**src/rtl/wdog_pkg.sv**
```systemverilog
package wdog_pkg;

   typedef enum logic [1:0] {
      WM_OFF     = 2'b00,
      WM_WINDOW  = 2'b01,
      WM_TIMEOUT = 2'b10,
      WM_ILLEGAL = 2'b11
   } wd_mode_e;

   typedef enum logic [1:0] {
      OS_RUN     = 2'b00,
      OS_FLASH   = 2'b01,
      OS_SLEEP   = 2'b10,
      OS_STANDBY = 2'b11
   } op_state_e;

   typedef enum logic {
      PH_START = 1'b0,
      PH_RUN   = 1'b1
   } wd_phase_e;

   localparam int unsigned SEL_W      = 3;
   localparam int unsigned LONGEST_MS = 28672;
   localparam int unsigned PER_W      = 16;

   // Running-state table: doubling from 20 ms for six codes, then 1024 and 2048.
   function automatic logic [PER_W-1:0] run_period_ms(input logic [SEL_W-1:0] sel);
      if (sel < 3'd6) return PER_W'(20) << sel;
      return PER_W'(1024) << (sel - 3'd6);
   endfunction

   function automatic logic [PER_W-1:0] sleep_period_ms(input logic [SEL_W-1:0] sel);
      case (sel)
         3'd0:    return PER_W'(160);
         3'd1:    return PER_W'(320);
         3'd2:    return PER_W'(640);
         3'd3:    return PER_W'(1024);
         3'd4:    return PER_W'(2048);
         3'd5:    return PER_W'(3072);
         3'd6:    return PER_W'(4096);
         default: return PER_W'(LONGEST_MS);
      endcase
   endfunction

   function automatic logic [PER_W-1:0] period_ms(input logic sleep, input logic [SEL_W-1:0] sel);
      return sleep ? sleep_period_ms(sel) : run_period_ms(sel);
   endfunction

endpackage

```
**src/rtl/wdog_tickgen.sv**
```systemverilog
module wdog_tickgen #(
   parameter int unsigned OSC_PER_MS = 512
) (
   input  logic clk,
   input  logic rst_n,
   input  logic osc_tick,
   output logic ms_tick
);

   if (OSC_PER_MS == 1) begin : g_direct
      logic unused_clk_rst;
      assign unused_clk_rst = clk ^ rst_n;
      assign ms_tick        = osc_tick;
   end else begin : g_div
      localparam int unsigned DW = $clog2(OSC_PER_MS);
      logic [DW-1:0] div_q;
      logic          last;

      assign last    = (div_q == DW'(OSC_PER_MS - 1));
      assign ms_tick = osc_tick && last;

      always_ff @(posedge clk or negedge rst_n) begin
         if (!rst_n) begin
            div_q <= '0;
         end else if (osc_tick) begin
            div_q <= last ? '0 : div_q + DW'(1);
         end
      end
   end

endmodule

```
**src/rtl/wdog_cfg.sv**
```systemverilog
module wdog_cfg
   import wdog_pkg::*;
#(
   parameter int unsigned MS_W     = 15,
   parameter logic [1:0]  DEF_MODE = 2'b01,
   parameter int unsigned DEF_SEL  = 0
) (
   input  logic             clk,
   input  logic             rst_n,
   input  logic             cfg_valid,
   input  logic [1:0]       cfg_mode,
   input  logic [SEL_W-1:0] cfg_sel,
   input  logic [1:0]       op_state,
   output wd_mode_e         eff_mode,
   output logic [MS_W-1:0]  limit_ms,
   output logic             cfg_restart,
   output logic             cfg_illegal
);

   wd_mode_e         mode_q;
   logic [SEL_W-1:0] sel_q;
   logic             in_sleep;

   assign in_sleep    = (op_state_e'(op_state) == OS_SLEEP);
   assign cfg_illegal = cfg_valid && (wd_mode_e'(cfg_mode) == WM_ILLEGAL);
   assign cfg_restart = cfg_valid && !cfg_illegal;

   always_ff @(posedge clk or negedge rst_n) begin
      if (!rst_n) begin
         mode_q <= wd_mode_e'(DEF_MODE);
         sel_q  <= SEL_W'(DEF_SEL);
      end else if (cfg_restart) begin
         mode_q <= wd_mode_e'(cfg_mode);
         sel_q  <= cfg_sel;
      end
   end

   always_comb begin
      eff_mode = mode_q;
      if (in_sleep && mode_q == WM_WINDOW) eff_mode = WM_TIMEOUT;
      limit_ms = MS_W'(period_ms(in_sleep, sel_q));
   end

endmodule

```
**src/rtl/wdog_core.sv**
```systemverilog
module wdog_core
   import wdog_pkg::*;
#(
   parameter int unsigned     MS_W    = 15,
   parameter int unsigned     INIT_MS = 256,
   parameter int unsigned     SVC_W   = 8,
   parameter logic [SVC_W-1:0] SVC_KEY = 'h5A
) (
   input  logic             clk,
   input  logic             rst_n,
   input  logic             ms_tick,
   input  logic             svc_valid,
   input  logic [SVC_W-1:0] svc_code,
   input  wd_mode_e         eff_mode,
   input  logic [MS_W-1:0]  limit_ms,
   input  logic             cfg_restart,
   input  logic             cfg_illegal,
   input  logic             stat_rd,
   output logic             rst_req,
   output logic             irq,
   output logic             caused,
   output logic             off_run
);

   wd_phase_e       phase_q;
   logic [MS_W-1:0] cnt_q;
   logic [MS_W-1:0] cur_lim;
   logic            svc_ok, svc_bad, at_end, expire, closed;
   logic            renew, fault, irq_next;

   always_comb begin
      svc_ok  = svc_valid && (svc_code == SVC_KEY);
      svc_bad = svc_valid && !svc_ok;
      off_run = (phase_q == PH_RUN) && (eff_mode == WM_OFF);

      if (phase_q == PH_START) cur_lim = MS_W'(INIT_MS);
      else if (off_run)        cur_lim = MS_W'(LONGEST_MS);
      else                     cur_lim = limit_ms;

      at_end = ({1'b0, cnt_q} + (MS_W+1)'(1)) >= {1'b0, cur_lim};
      expire = ms_tick && at_end;
      closed = (phase_q == PH_RUN) && (eff_mode == WM_WINDOW) && (cnt_q < (cur_lim >> 1));

      // A good service or a legal reconfiguration outranks a coinciding expiry.
      renew    = (svc_ok && !off_run) || (cfg_restart && phase_q == PH_RUN);
      fault    = cfg_illegal ||
                 (!off_run && (svc_bad || (svc_ok && closed) || (expire && !renew)));
      irq_next = off_run && expire && !renew && !cfg_illegal;
   end

   always_ff @(posedge clk or negedge rst_n) begin
      if (!rst_n) begin
         phase_q <= PH_START;
         cnt_q   <= '0;
         rst_req <= 1'b0;
         irq     <= 1'b0;
         caused  <= 1'b0;
      end else begin
         rst_req <= fault;
         irq     <= irq_next;
         if (fault)        caused <= 1'b1;
         else if (stat_rd) caused <= 1'b0;

         if (fault) begin
            phase_q <= PH_START;
            cnt_q   <= '0;
         end else if (renew) begin
            phase_q <= PH_RUN;
            cnt_q   <= '0;
         end else if (irq_next) begin
            cnt_q   <= '0;
         end else if (ms_tick) begin
            cnt_q   <= cnt_q + MS_W'(1);
         end
      end
   end

endmodule

```
**src/rtl/wdog_supervisor.sv**
```systemverilog
module wdog_supervisor
   import wdog_pkg::*;
#(
   parameter int unsigned      OSC_PER_MS = 512,
   parameter int unsigned      INIT_MS    = 256,
   parameter int unsigned      SVC_W      = 8,
   parameter logic [SVC_W-1:0] SVC_KEY    = 'h5A,
   parameter logic [1:0]       DEF_MODE   = 2'b01,
   parameter int unsigned      DEF_SEL    = 0
) (
   input  logic             clk,
   input  logic             rst_n,
   input  logic             osc_tick,
   input  logic             svc_valid,
   input  logic [SVC_W-1:0] svc_code,
   input  logic             cfg_valid,
   input  logic [1:0]       cfg_mode,
   input  logic [SEL_W-1:0] cfg_sel,
   input  logic [1:0]       op_state,
   input  logic             stat_rd,
   output logic             wd_rst_req,
   output logic             wd_irq,
   output logic             wd_caused
);

   localparam int unsigned MAX_MS = (INIT_MS > LONGEST_MS) ? INIT_MS : LONGEST_MS;
   localparam int unsigned MS_W   = $clog2(MAX_MS + 1);
   localparam int unsigned HALF_W = SVC_W / 2;

   if (OSC_PER_MS < 1) begin : g_bad_div
      $error("OSC_PER_MS must be at least 1");
   end
   if (INIT_MS < 2) begin : g_bad_init
      $error("INIT_MS must be at least 2");
   end
   if (SVC_W < 2 || (SVC_W % 2) != 0) begin : g_bad_w
      $error("SVC_W must be even and at least 2");
   end else if (SVC_KEY[SVC_W-1:HALF_W] != ~SVC_KEY[HALF_W-1:0]) begin : g_bad_key
      $error("SVC_KEY upper half must complement its lower half");
   end
   if (DEF_MODE == 2'b11) begin : g_bad_mode
      $error("DEF_MODE must be a legal mode code");
   end
   if (DEF_SEL >= (1 << SEL_W)) begin : g_bad_sel
      $error("DEF_SEL out of range");
   end

   logic            ms_tick;
   wd_mode_e        eff_mode;
   logic [MS_W-1:0] limit_ms;
   logic            cfg_restart, cfg_illegal;
   logic            core_off_run;

   wdog_tickgen #(.OSC_PER_MS(OSC_PER_MS)) i_tickgen (
      .clk      (clk),
      .rst_n    (rst_n),
      .osc_tick (osc_tick),
      .ms_tick  (ms_tick)
   );

   wdog_cfg #(.MS_W(MS_W), .DEF_MODE(DEF_MODE), .DEF_SEL(DEF_SEL)) i_cfg (
      .clk         (clk),
      .rst_n       (rst_n),
      .cfg_valid   (cfg_valid),
      .cfg_mode    (cfg_mode),
      .cfg_sel     (cfg_sel),
      .op_state    (op_state),
      .eff_mode    (eff_mode),
      .limit_ms    (limit_ms),
      .cfg_restart (cfg_restart),
      .cfg_illegal (cfg_illegal)
   );

   wdog_core #(.MS_W(MS_W), .INIT_MS(INIT_MS), .SVC_W(SVC_W), .SVC_KEY(SVC_KEY)) i_core (
      .clk         (clk),
      .rst_n       (rst_n),
      .ms_tick     (ms_tick),
      .svc_valid   (svc_valid),
      .svc_code    (svc_code),
      .eff_mode    (eff_mode),
      .limit_ms    (limit_ms),
      .cfg_restart (cfg_restart),
      .cfg_illegal (cfg_illegal),
      .stat_rd     (stat_rd),
      .rst_req     (wd_rst_req),
      .irq         (wd_irq),
      .caused      (wd_caused),
      .off_run     (core_off_run)
   );

endmodule

```
**config.mk**
```make
export PLATFORM = sky130hd
export DESIGN_NAME = wdog_supervisor
export DESIGN_NICKNAME = d
export VERILOG_FILES = /design/src/rtl/wdog_pkg.sv /design/src/rtl/wdog_tickgen.sv /design/src/rtl/wdog_cfg.sv /design/src/rtl/wdog_core.sv /design/src/rtl/wdog_supervisor.sv
export SDC_FILE = /design/constraint.sdc
export NUM_CORES = 1
export LEC_CHECK = 0
export ABC_AREA = 1
export BUFFER_PORTS_ARGS = -buffer_cell sky130_fd_sc_hd__clkbuf_2
export CAP_MARGIN = 20
export CORE_UTILIZATION = 45
export CTS_CLUSTER_SIZE = 25
export DETAILED_ROUTE_END_ITERATION = 10
export PLACE_DENSITY = 0.65
export SLEW_MARGIN = 20
export SYNTH_ARGS = -nofsm -noshare
export SYNTH_HDL_FRONTEND = slang
export SYNTH_HIERARCHICAL = 1
export SYNTH_SLANG_ARGS = --single-unit
export TNS_END_PERCENT = 1
```
**constraint.sdc**
```tcl
create_clock -name clk -period 2.9 [get_ports clk]
set_clock_uncertainty 0.05 [all_clocks]
set_input_delay 0.58 -clock clk [delete_from_list [all_inputs] [get_ports clk]]
set_output_delay 0.58 -clock clk [all_outputs]
set_load 0.05 [all_outputs]
```
-- Word-level counts from Yosys, hierarchy flattened
Cells that the tools add are included.
- reductions and logical operators: 31
- mux-type cells: 17
- equal/unequal tests: 12
- shifts and indexed selects: 2
- add/sub/neg operators: 4
- bitwise gates (word level): 0
- $mul: 0
- $lt $le $gt $ge: 3
- div/mod/pow operators: 0
- operators by type and width (cell ; count):
    two-way mux 15 bit ; 9
    one-hot mux 15 bit (7 select lines) ; 1
    logical AND 1 bit ; 18
    adder 15 x 1 -> 16 bit (second input constant) ; 1
    greater-or-equal comparator 16 x 15 -> 1 bit ; 1
    adder 15 x 1 -> 15 bit (second input constant) ; 1
    < comparator 15 x 14 -> 1 bit ; 1
    left shift 11 x 3 -> 15 bit (first input constant) ; 1
    left shift 5 x 3 -> 15 bit (first input constant) ; 1
    adder 9 x 1 -> 9 bit (second input constant) ; 1
    == test 3 bit (second input constant) ; 3
    == test 9 bit (second input constant) ; 1
    two-way mux 9 bit ; 1
    == test 8 x 7 -> 1 bit (second input constant) ; 1
    == test 3 x 2 -> 1 bit (second input constant) ; 2
    two-way mux 1 bit ; 5
    == test 2 x 1 -> 1 bit (second input constant) ; 2
    == test 2 bit (second input constant) ; 2
    zero test 1 bit ; 4
    logical OR 1 bit ; 4
    nonzero test 2 bit ; 2
    nonzero test 4 bit ; 1
    == test 3 x 1 -> 1 bit (second input constant) ; 1
    zero test 3 bit ; 1
    4 further kinds ; 4
- memories: 0
- memory bits (writable): 0
- output and inout bits: 3
- logic and storage cells: 77
- memory bits (read-only): 0
- bits of input ports: 21
- flip-flop bits (word level): 33
- bits in latches: 0

-- Longest topological paths before layout
Gate-level depths: netlist of the first run.
- depth after elaboration: 15
- mapped depth: 27
- gate-level depth less buffers: 25

-- By module
The synthesis of the first run kept the hierarchy.
- by module, submodules not included (module ; cells each ; area each (sq um) ; instances):
    wdog_core ; 313 ; 2084.5 ; 1
    wdog_tickgen ; 63 ; 510.5 ; 1
    wdog_cfg ; 89 ; 506.7 ; 1

-- Worst setup path before layout of the first run
Ideal clock, no wire load.
- kind: input to register
- start point: input op_state[0]
- end point: register i_core.caused
- data arrival time: 2.877 ns
- data required time: 2.733 ns
- slack: -0.145 ns
- stages: 21
- path through: inv_2 -> nand2_1 -> buf_4 -> o21ai_0 -> inv_1 -> nand2_2 -> nor2_4 -> nor2_1 -> nand2_1 -> ha_1 -> a21oi_1 -> o21ai_0 -> nand3_1 -> nand3b_1 -> nor2_1 -> nand2_2 -> a21oi_2 -> nand2_2 -> nand2_4 -> buf_8 -> o21ai_2
- word-level cells in the longest chain between the ends: 15
- elaborated cells on any way between the ends: 26
- those cells by class: order compare: 2; eq/ne: 2; mux: 5; reduce/logical: 17
- ends and longest elaborated chain (element ; line ; RTL):
    start, declared ; wdog_supervisor.sv:19 ; input logic [1:0] op_state,
    == test 2 bit * ; wdog_cfg.sv:24 ; assign in_sleep = (op_state_e'(op_state) == OS_SLEEP);
    logical AND 1 bit * ; wdog_cfg.sv:40 ; if (in_sleep && mode_q == WM_WINDOW) eff_mode = WM_TIMEOUT;
    two-way mux 2 bit * ; wdog_cfg.sv:40 ;
    net eff_mode[1] ; wdog_supervisor.sv:49 ; wd_mode_e eff_mode;
    zero test 2 bit * ; wdog_core.sv:34 ; off_run = (phase_q == PH_RUN) && (eff_mode == WM_OFF);
    logical AND 1 bit * ; wdog_core.sv:34 ;
    net core_off_run ; wdog_supervisor.sv:52 ; logic core_off_run;
    two-way mux 15 bit ; wdog_core.sv:37 ; else if (off_run) cur_lim = MS_W'(LONGEST_MS);
    two-way mux 15 bit ; wdog_core.sv:36 ; if (phase_q == PH_START) cur_lim = MS_W'(INIT_MS);
    < comparator 15 x 14 -> 1 bit ; wdog_core.sv:42 ; closed = (phase_q == PH_RUN) && (eff_mode == WM_WINDOW) && (cnt_q < (cur_lim >> 1));
    logical AND 1 bit ; wdog_core.sv:42 ;
    logical AND 1 bit ; wdog_core.sv:47 ; (!off_run && (svc_bad || (svc_ok && closed) || (expire && !renew)));
    logical OR 1 bit (2 in series) ; wdog_core.sv:47 ;
    logical AND 1 bit * ; wdog_core.sv:47 ;
    logical OR 1 bit * ; wdog_core.sv:46 ; fault = cfg_illegal ||
    two-way mux 1 bit / nonzero test 2 bit (equally long branches) ; -- ;
    end signal, assigned ; wdog_core.sv:57 ; caused <= 1'b0;
    end signal, assigned ; wdog_core.sv:61 ; if (fault) caused <= 1'b1;
    end signal, assigned ; wdog_core.sv:62 ; else if (stat_rd) caused <= 1'b0;
    end, declared ; wdog_core.sv:21 ; output logic caused,
Mark *: on every way through the listed nets, which the timed path passes. The rest lies on a longest branch.
A chain may end at the register's enable or synchronous reset.

-- Worst setup path in the final report of the first run
- start point: register i_core.cnt_q[1]
- end point: register i_core.cnt_q[14]
- word-level cells in the longest chain between the ends: 9
- elaborated cells on any way between the ends: 20
- those cells by class: add/sub: 2; order compare: 2; mux: 4; reduce/logical: 12
- ends and longest elaborated chain (element ; line ; RTL):
    start, declared ; wdog_core.sv:26 ; logic [MS_W-1:0] cnt_q;
    start signal, assigned ; wdog_core.sv:73 ; cnt_q <= cnt_q + MS_W'(1);
    adder 15 x 1 -> 16 bit ; wdog_core.sv:40 ; at_end = ({1'b0, cnt_q} + (MS_W+1)'(1)) >= {1'b0, cur_lim};
    greater-or-equal comparator 16 x 15 -> 1 bit ; wdog_core.sv:40 ;
    logical AND 1 bit ; wdog_core.sv:41 ; expire = ms_tick && at_end;
    logical AND 1 bit (3 in series) ; wdog_core.sv:48 ; irq_next = off_run && expire && !renew && !cfg_illegal;
    two-way mux 15 bit ; wdog_core.sv:70 ; end else if (irq_next) begin
    two-way mux 15 bit ; wdog_core.sv:67 ; end else if (renew) begin
    two-way mux 15 bit ; wdog_core.sv:64 ; if (fault) begin
Parallel ways exist; a longest one is shown, timed or not. The select of a mux whose other input is x is not followed.

==> results of run 1 <==
-- repair_timing --
item	CTS	global route
setup endpoints to repair	7	18
cloned	0	2
gates resized for setup	2	33
buffers inserted	0	3
hold buffers	0	0
pin swaps	0	11
-- cell usage after synthesis, types with 5 or more instances --
library cell	n	area, um2
a21oi_1	19	95.09
dfrtp_1	32	800.8
ha_1	32	400.4
inv_1	73	274.0
inv_2	7	26.28
nand2_1	136	510.5
nand2_2	9	56.30
nand3_1	24	120.1
nand4_1	5	31.28
nor2_1	48	180.2
nor2_4	6	67.56
nor3_1	5	25.02
o21ai_0	24	120.1
xor2_1	11	96.34
-- stage by stage --
| step | power [mW] | TNS, ns | area [um2] | setup WS [ns] |
|---|---|---|---|---|
| CTS | 1.250 | 0 | 3682 | 0.02525 |
| finish | 1.248 | 0 | 3861 | 0.03427 |
| detailed placement | 0.9035 | -2.307 | 3593 | -0.1551 |
| global route | 1.341 | -2.134 | 3861 | -0.1508 |
| global placement | 0.8954 | -1.558 | 3593 | -0.1127 |
| floorplan | 0.8031 | 0 | 3113 | 0.04195 |
-- final cells by class --
class | count | area, um2
Inverter | 81 | 304.0
Tap cell | 77 | 96.34
Clock inverter | 1 | 7.507
Fill cell | 594 | 2634
Timing Repair Buffer | 71 | 491.7
Clock buffer | 7 | 76.32
Sequential cell | 33 | 828.3
Multi-Input combinational cell | 345 | 2057
-- critical path, stage by stage, from the launching register on --
cell and delay, ns:
dfrtp_1 0.38, ha_1 0.19, nand2_1 0.12, nor2_4 0.12, nand3_2 0.12, nor2_4 0.14, nand2_1 0.07, xor2_1 0.18
inv_1 0.08, ha_1 0.28, nand2_1 0.05, inv_1 0.06, nand2_1 0.05, nor3_1 0.12, nand2_1 0.09, nand2_2 0.11
nand3_4 0.10, buf_4 0.18, nand2_1 0.05, o21ai_0 0.09, nand2_2 0.09, inv_1 0.04
-- cells by family after synthesis --
logic type / synth area share, %
fa+ha+maj: 12.91
simple gates: 36.51
compound gates: 8.270
buf+inv: 12.42
flops: 26.66
xor+xnor: 3.106
other cells: 0.1209
-- power by group --
| part | switching, mW | leakage [nW] | total [mW] | internal (mW) |
|---|---|---|---|---|
| Sequential | 0.0521 | 0.419 | 0.576 | 0.524 |
| Clock | 0.168 | 0.0385 | 0.338 | 0.170 |
| Combinational | 0.208 | 1.74 | 0.334 | 0.125 |
-- state kept, by name (all words and copies together), names as in the netlist --
signal,flops
i_cfg/sel_q,3
i_core/caused,1
i_core/irq,1
i_tickgen/g_div.div_q,9
i_core/phase_q,1
i_cfg/mode_q,2
i_core/rst_req,1
i_core/cnt_q,15
-- routing by layer --
| metal | track usage, % | routed length (um) |
|---|---|---|
| met1 | 31.72 | 3747 |
| met3 | 2.626 | 379 |
| met5 | 0 | 0 |
| met2 | 38.56 | 3596 |
| met4 | 8.166 | 187 |
-- worst min-delay path by stage --
stage	to	slack (ns)	cells past startpoint	start
6_report	i_core/cnt_q[1]$_DFFE_PN0P_	0.35	1	rst_n
5_1_grt	i_core/caused$_DFFE_PN0P_	0.40	2	stat_rd
4_1_cts	i_core/cnt_q[7]$_DFFE_PN0P_	0.37	1	rst_n
3_5_place_dp	i_cfg/mode_q[0]$_DFFE_PN1P_	0.46	2	i_cfg/mode_q[0]$_DFFE_PN1P_
3_3_place_gp	i_tickgen/g_div.div_q[8]$_DFFE_PN0P_	0.45	2	i_tickgen/g_div.div_q[8]$_DFFE_PN0P_
2_1_floorplan	i_cfg/mode_q[1]$_DFFE_PN0P_	0.23	0	rst_n
==> reports/qor.csv, run 1 <==
metric,value,unit
first-pass GRT wire length,13300,um
Worst Path Max Fanout,6,
Post-Place Cells,602,
Final nets,590,
Final Wtd Congestion,0.8723,
Yosys reg bits,33,
number of global-route vias before repair,2903,
fin crit share,98.82,%
Clock Path Buffers,2,
Antenna Violating Nets Remaining,0,
status,"finished, final reports clean",
crit path from,i_core/cnt_q[1]$_DFFE_PN0P_,
PD cells,323.3,mW/mm2
Vias,3057,
top_reg_cell synth,dfrtp_1,
Yosys Warn Count,6,
Max-cap violations,0,
count of cell types in the netlist,33,
number of vias per cell,4.971,
Synth Instances,465,
Die ar.,0.007228,mm2
min Tclk post-route,2.866,ns
site row count,29,
Crit Reg-Reg Endpoint,i_core/cnt_q[14]$_DFFE_PN0P_,
CP Launch Type,flop,
Final Max Slew Viols,0,
drt pass-1 iters,4,
"Hold Vio Cnt, Final",0,
Worst Reg-to-Reg Cells,21,
FMAX,0.3490,GHz
routed len/inst,12.86,um
FF-to-FF Start,i_core/cnt_q[1]$_DFFE_PN0P_,
Die W,85.02,um
Hold Crit Class,input pin to asynchronous set/reset pin,
unrepaired setup endpoints after global routing,true,
share of cells above drive strength 1,24.91,%
Starting Density,47.76,%
Inserted Clock Buffers,5,
maximum number of pins on one net before global-route repair,34,
"non-filler cells, final",615,
Synth-to-Final Area Change,24.49,%
final antenna diode count,0,
slew of the pin with the lowest slew margin,0.8813,ns
Netlist Area Pre-Place,0.003102,mm2
mean post-synth cell area,6.670,um2
"Core Util, Final",59.45,%
Worst setup endpoint,i_core/cnt_q[14]$_DFFE_PN0P_,
WP data arrival,3.01,ns
asr flop ratio synth,100.0,%
WP data required,3.04,ns
Crit Path Category,flop to flop,
total congestion overflow,0,
clk_lat worst skew,0.29,ns
clock-pin transition on the worst setup and hold timing paths,0.07,ns
"most common cell after layout, fill and taps aside",nand2_1,
flop-to-flop setup slack,0.03,ns
Final Setup Violations,0,
Core Box Area,0.006495,mm2
Root Buffer,clkbuf_8,
leakage,2.195,nW
clock sink count,33,
1st-iter DRT viols,182,
initial antenna violation count,0,
DRC,0,
most frequent cells in the layout,"nand2_1, inv_1, buf_4",
CTS tree,yes,
"Seq/Total Area, Yosys",26.66,%
CP endpoint kind,flop,
worst hold slack,0.3525,ns
final wirelength,7911,um
CTS H-Tree Depth,2,
Post-synth EDFFs,0,
Relative slew margins,41.25,%
DP HPWL,6102,um
PortBufs,23,
Peak VDD IR,0.4600,mV
Boundary Pins,24,
Die Height,85.02,um
GRT Total Usage,23.34,%
No activity file was read; power rests on OpenSTA's default activity.
==> run 2, diff against run 1 <==
- clock period: 2.9 -> 2.46 ns (I/O delays scaled with it)
==> run 2 against run 1 <==
The run now ends with setup timing left; clock power is 22% higher; wire length is 23% higher; critical path depth is 1 lower; die area stayed put; non-clock buffer count is 44 higher; register-to-register slack worse by 0.56 ns; largest power group unchanged; final cell count is 7.2% higher; core utilization is 9.6 points higher; setup slack worse by 0.56 ns; global-route usage is 2.9 points higher; sequential cell count stayed put; critical endpoint is now i_core/cnt_q[3]$_DFFE_PN0P_.
==> reports/qor.csv, run 2 (same netlist as run 1, synthesis figures left out) <==
metric,value,unit
leakage,2.491,nW
Core Box Area,0.006495,mm2
CTS Hold Buffers Added,0,
CTS tree,yes,
DP HPWL,6226,um
Final Setup Violations,19,
unrepaired setup endpoints after global routing,true,
crit-path cells,ha_2 -> nand2_4 -> nor2_4 -> nand3_4 -> buf_4 -> xor2_1 -> inv_1 -> ha_4 -> nand2_2 -> o21ai_2 -> nand3_1 -> nand3b_1 -> nor2_2 -> nand2_4 -> buf_12 -> nand3_4 -> nand2_1 -> o21ai_1 -> nand2_2 -> inv_2,
P_sw,502.5,uW
routed len/inst,14.77,um
pre-CTS setup slack,-0.5455,ns
Die W,85.02,um
PortBufs,23,
Starting Density,47.76,%
WP data arrival,3.12,ns
Hold Crit Class,input pin to asynchronous set/reset pin,
Antenna Violating Nets Remaining,0,
Final Instance Area,0.004482,mm2
"Hold Vio Cnt, Final",0,
"slowest stage delay, CP",0.41,ns
Post-Place Cells,624,
Largest Register,i_core/cnt_q,
failing checks,setup timing,
Max-cap violations,0,
worst hold slack,0.2683,ns
drt pass-1 iters,5,
number of global-route vias before repair,3307,
max reg flops,15,
"Core Util, Final",69.00,%
CP Launch Type,flop,
Worst Path Max Fanout,8,
combinational power share,27.7,%
Vias,3445,
clk_lat worst skew,0.29,ns
Flop pwr share,45.0,%
Die ar.,0.007228,mm2
CTS H-Tree Depth,2,
multi-input logic area,0.002331,mm2
final antenna diode count,0,
final worst slack,-0.5230,ns
Synth-to-Final Area Change,44.49,%
first-pass GRT wire length,14930,um
FMAX,0.3352,GHz
number of vias per cell,5.228,
Inserted Clock Buffers,5,
GRT Total Usage,26.22,%
Final Wtd Congestion,0.8909,
final setup TNS,-8.725,ns
Sw Share,33.25,%
final wirelength,9732,um
most frequent cells in the layout,"nand2_1, buf_4, inv_1",
Root Buffer,clkbuf_8,
Total Power,1.511,mW
total congestion overflow,0,
dpl cell area,0.003794,mm2
Final nets,635,
slew of the pin with the lowest slew margin,0.8833,ns
DRC,0,
Clock Path Buffers,2,
Worst path slowest cell,dfrtp_1,
status,finished with violations,
clock-pin transition on the worst setup and hold timing paths,0.07,ns
Crit Path Category,flop to flop,
Internal Pwr Total,1.009,mW
Final Max Slew Viols,0,
Peak VDD IR,0.3798,mV
fill count,521,
Boundary Pins,24,
"non-filler cells, final",659,
site row count,29,
biggest regs,"i_core/cnt_q (15), i_tickgen/g_div.div_q (9), i_cfg/sel_q (3)",
PD cells,337.2,mW/mm2
fin crit share,121.3,%
Sequential Area,827.0,um2
maximum number of pins on one net before global-route repair,34,
Relative slew margins,41.11,%
WP data required,2.60,ns
min Tclk post-route,2.983,ns
share of cells above drive strength 1,38.14,%
Die Height,85.02,um
"most common cell after layout, fill and taps aside",nand2_1,
clock sink count,33,
1st-iter DRT viols,160,
CP endpoint kind,flop,
initial antenna violation count,0,
Clk pwr share,27.4,%
[run 2: what timing repair did]
action | CTS | global route
pin swaps | 24 | 34
gates resized for setup | 22 | 59
buffers inserted | 15 | 10
endpoints found under the setup margin | 19 | 19
gates cloned | 3 | 0
endpoints found under the hold margin | 0 | 0
[run 2: cell type report]
type,count,area share (%)
timing repair buffer,115,18.68
sequential,33,18.45
clock buffer,7,1.926
multi-input combinational,346,52.01
tap,77,2.150
inverter,81,6.784
[run 2: metal layers]
metal  wire, um  vias to the layer above  track usage, %
li1           -                     1679               -
met1       4078                     1581           33.60
met2       4638                      136           44.79
met3        546                       49           3.502
met4        469                        0           10.32
met5          0                        -               0
[run 2: final timing paths]
path,startpoint,to,slack (ns),depth (start not counted)
setup / recovery,i_core/cnt_q[1]$_DFFE_PN0P_,i_core/cnt_q[3]$_DFFE_PN0P_,-0.52,20
hold / removal,rst_n,i_tickgen/g_div.div_q[7]$_DFFE_PN0P_,0.27,1
setup reg to reg,i_core/cnt_q[1]$_DFFE_PN0P_,i_core/cnt_q[3]$_DFFE_PN0P_,-0.52,20
hold reg to reg,i_tickgen/g_div.div_q[8]$_DFFE_PN0P_,i_tickgen/g_div.div_q[8]$_DFFE_PN0P_,0.46,2
max in group asynchronous,rst_n,i_core/cnt_q[8]$_DFFE_PN0P_,1.54,1
min in group clk,stat_rd,i_core/caused$_DFFE_PN0P_,0.32,2
[run 2: critical path, delay by kind of cell, from the launching register on]
kind | cells | cell delay, ns
AND/OR/NAND/NOR | 11 | 1.10
AO/OA/AOI/OAI | 2 | 0.24
flip-flops | 1 | 0.41
adder cells (fa/ha/maj) | 2 | 0.51
buffers and inverters | 4 | 0.39
XOR/XNOR | 1 | 0.17
[run 2: power groups by stage]
stage	clock (mW)	sequential [mW]	combinational (mW)
after floorplan	0	0.690	0.259
after global placement	0	0.688	0.388
after detailed placement	0	0.689	0.399
after CTS	0.432	0.679	0.413
after global routing	0.445	0.691	0.472
final	0.413	0.679	0.419
==> run 3, diff against run 2 <==
- CELL_PAD_IN_SITES_DETAIL_PLACEMENT: default -> 0
- CELL_PAD_IN_SITES_GLOBAL_PLACEMENT: default -> 2
- CORE_UTILIZATION: 45 -> 31
- PLACE_DENSITY: 0.65 -> default
- PLACE_DENSITY_LB_ADDON: default -> 0.1
==> run 3 against run 2 <==
The run still ends with setup timing left; worst hold slack got worse by 0.093 ns; final cell count rose by 10%; first-iteration DRC count down 24%; sequential power is 0.9% lower; via count decreased by 6.5%; sequential share of layout area decreased by 0.65 points; core utilization decreased by 21 points; design area increased by 3.8%; register-to-register slack gained 0.14 ns; fmax is 4.9% higher.
==> reports/qor.csv, run 3 (same netlist as run 1, synthesis figures left out) <==
metric,value,unit
PortBufs,23,
Final nets,647,
"Hold Vio Cnt, Final",0,
DP HPWL,6972,um
leakage,2.548,nW
Boundary Pins,24,
number of global-route vias before repair,3111,
Root Buffer,clkbuf_8,
Crit Path Category,flop to flop,
Core Box Area,0.009729,mm2
Largest Register,i_core/cnt_q,
failing checks,setup timing,
final wirelength,9458,um
crit-path cells,nand3_2 -> nor2_4 -> nand2_4 -> nor3_4 -> buf_6 -> xor2_2 -> inv_2 -> ha_4 -> a21oi_2 -> o21ai_1 -> nand3_1 -> nand3b_1 -> nor2_2 -> nand2_4 -> a21oi_4 -> nand2_8 -> nand2_8 -> nand2_2 -> inv_1,
WP data arrival,3.04,ns
Worst Path Max Fanout,8,
Clock Path Buffers,2,
Final Max Slew Viols,0,
CP endpoint kind,flop,
Relative slew margins,66.71,%
CTS Hold Buffers Added,0,
CTS tree,yes,
Total Power,1.727,mW
share of cells above drive strength 1,39.33,%
Starting Density,31.88,%
clk_lat worst skew,0.30,ns
Post-Place Cells,699,
Die W,102.0,um
FF-to-FF Start,i_core/cnt_q[0]$_DFFE_PN0P_,
routed len/inst,12.99,um
Hold Crit Class,input pin to asynchronous set/reset pin,
site row count,36,
max reg flops,15,
Inserted Clock Buffers,5,
biggest regs,"i_core/cnt_q (15), i_tickgen/g_div.div_q (9), i_cfg/sel_q (3)",
Final Wtd Congestion,0.8026,
clock sink count,33,
PD cells,371.1,mW/mm2
min Tclk post-route,2.843,ns
DRC,0,
slew of the pin with the lowest slew margin,0.4975,ns
maximum number of pins on one net before global-route repair,34,
first-pass GRT wire length,15140,um
"slowest stage delay, CP",0.43,ns
most frequent cells in the layout,"nand2_1, buf_4, inv_1",
Peak VDD IR,0.2397,mV
number of vias per cell,4.424,
Vias,3221,
FMAX,0.3517,GHz
Worst path slowest cell,dfrtp_1,
Max-cap violations,0,
Worst Reg-to-Reg Cells,19,
Crit Reg-Reg Endpoint,i_core/cnt_q[4]$_DFFE_PN0P_,
final antenna diode count,0,
Die ar.,0.01041,mm2
GRT Total Usage,19.34,%
initial antenna violation count,0,
"most common cell after layout, fill and taps aside",nand2_1,
WP data required,2.66,ns
Antenna Violating Nets Remaining,0,
CP Launch Type,flop,
unrepaired setup endpoints after global routing,true,
CTS H-Tree Depth,2,
Die Height,102.0,um
status,finished with violations,
flop-to-flop setup slack,-0.38,ns
fin crit share,115.6,%
Synth-to-Final Area Change,50.02,%
drt pass-1 iters,4,
final worst slack,-0.3831,ns
total congestion overflow,0,
Final Setup Violations,19,
1st-iter DRT viols,121,
clock-pin transition on the worst setup and hold timing paths,0.08,ns
"non-filler cells, final",728,
run 3: cell count changes in the layout (fill, tap and decap cells not counted), sizes merged:
cell | before | now
bufinv | 0 | 1
buf | 92 | 104
run 3: worst max path at each step:
stage / startpoint / end / slack (ns) / cells after the start
6_report: i_core/cnt_q[0]$_DFFE_PN0P_ / i_core/cnt_q[4]$_DFFE_PN0P_ / -0.38 / 19
3_5_place_dp: op_state[0] / i_core/cnt_q[11]$_DFFE_PN0P_ / -0.65 / 20
2_1_floorplan: op_state[0] / i_core/caused$_DFFE_PN0P_ / -0.26 / 21
4_1_cts: i_core/cnt_q[6]$_DFFE_PN0P_ / i_core/cnt_q[12]$_DFFE_PN0P_ / -0.41 / 18
5_1_grt: i_core/cnt_q[0]$_DFFE_PN0P_ / i_core/cnt_q[4]$_DFFE_PN0P_ / -0.57 / 17
3_3_place_gp: op_state[0] / i_core/cnt_q[11]$_DFFE_PN0P_ / -0.65 / 20
run 3: metrics by stage:
stage	setup WS [ns]	hold WS (ns)	TNS (ns)	instance area, um2	utilization (%)
detailed placement	-0.6497	0.4536	-11.50	4019	41.31
CTS	-0.4110	0.1891	-7.339	4436	45.59
finish	-0.3831	0.1753	-6.737	4653	47.83
global placement	-0.6521	0.4442	-10.95	4019	41.31
floorplan	-0.2632	0.1464	-4.054	3164	-
global route	-0.5669	0.2176	-10.36	4653	47.83
run 3: routing by layer:
layer  GRT usage, %  vias up  share of wire (%)
li1               -     1709                  -
met1          25.35     1457                 48
met2          33.40       48                 49
met3          2.668        7                2.6
met4          4.945        0               0.98
met5              0        -                  0
run 3: power by group:
group / switching [mW] / leakage (nW) / internal, mW
Combinational: 0.275 / 2.07 / 0.220
Sequential: 0.0561 / 0.419 / 0.617
Clock: 0.228 / 0.0585 / 0.331
run 3: worst max-delay path, delay by kind of cell, from the launching register on:
kind	cells	cell delay (ns)
AOI/OAI and AO/OA	3	0.40
xor gates and xnor gates	1	0.16
adders and majority gates	1	0.22
buffers and inverters	3	0.26
DFF	1	0.43
and+or+nand+nor	11	1.26
run 3: what timing repair did:
action | CTS | global route
endpoints found under the setup margin | 19 | 19
buffers inserted | 13 | 5
gates cloned | 3 | 0
gates resized for setup | 35 | 46
pin swaps | 35 | 31
run 3: cell type report:
| type | count | area, um2 |
|---|---|---|
| clock buffers | 7 | 86.33 |
| clock inverters | 1 | 30.03 |
| fillers | 1017 | 5076 |
| inverters | 81 | 304.0 |
| multi-input cells | 346 | 2290 |
| flip-flops and latches | 33 | 828.3 |
| well taps | 133 | 166.4 |
| repair buffers | 127 | 948.4 |
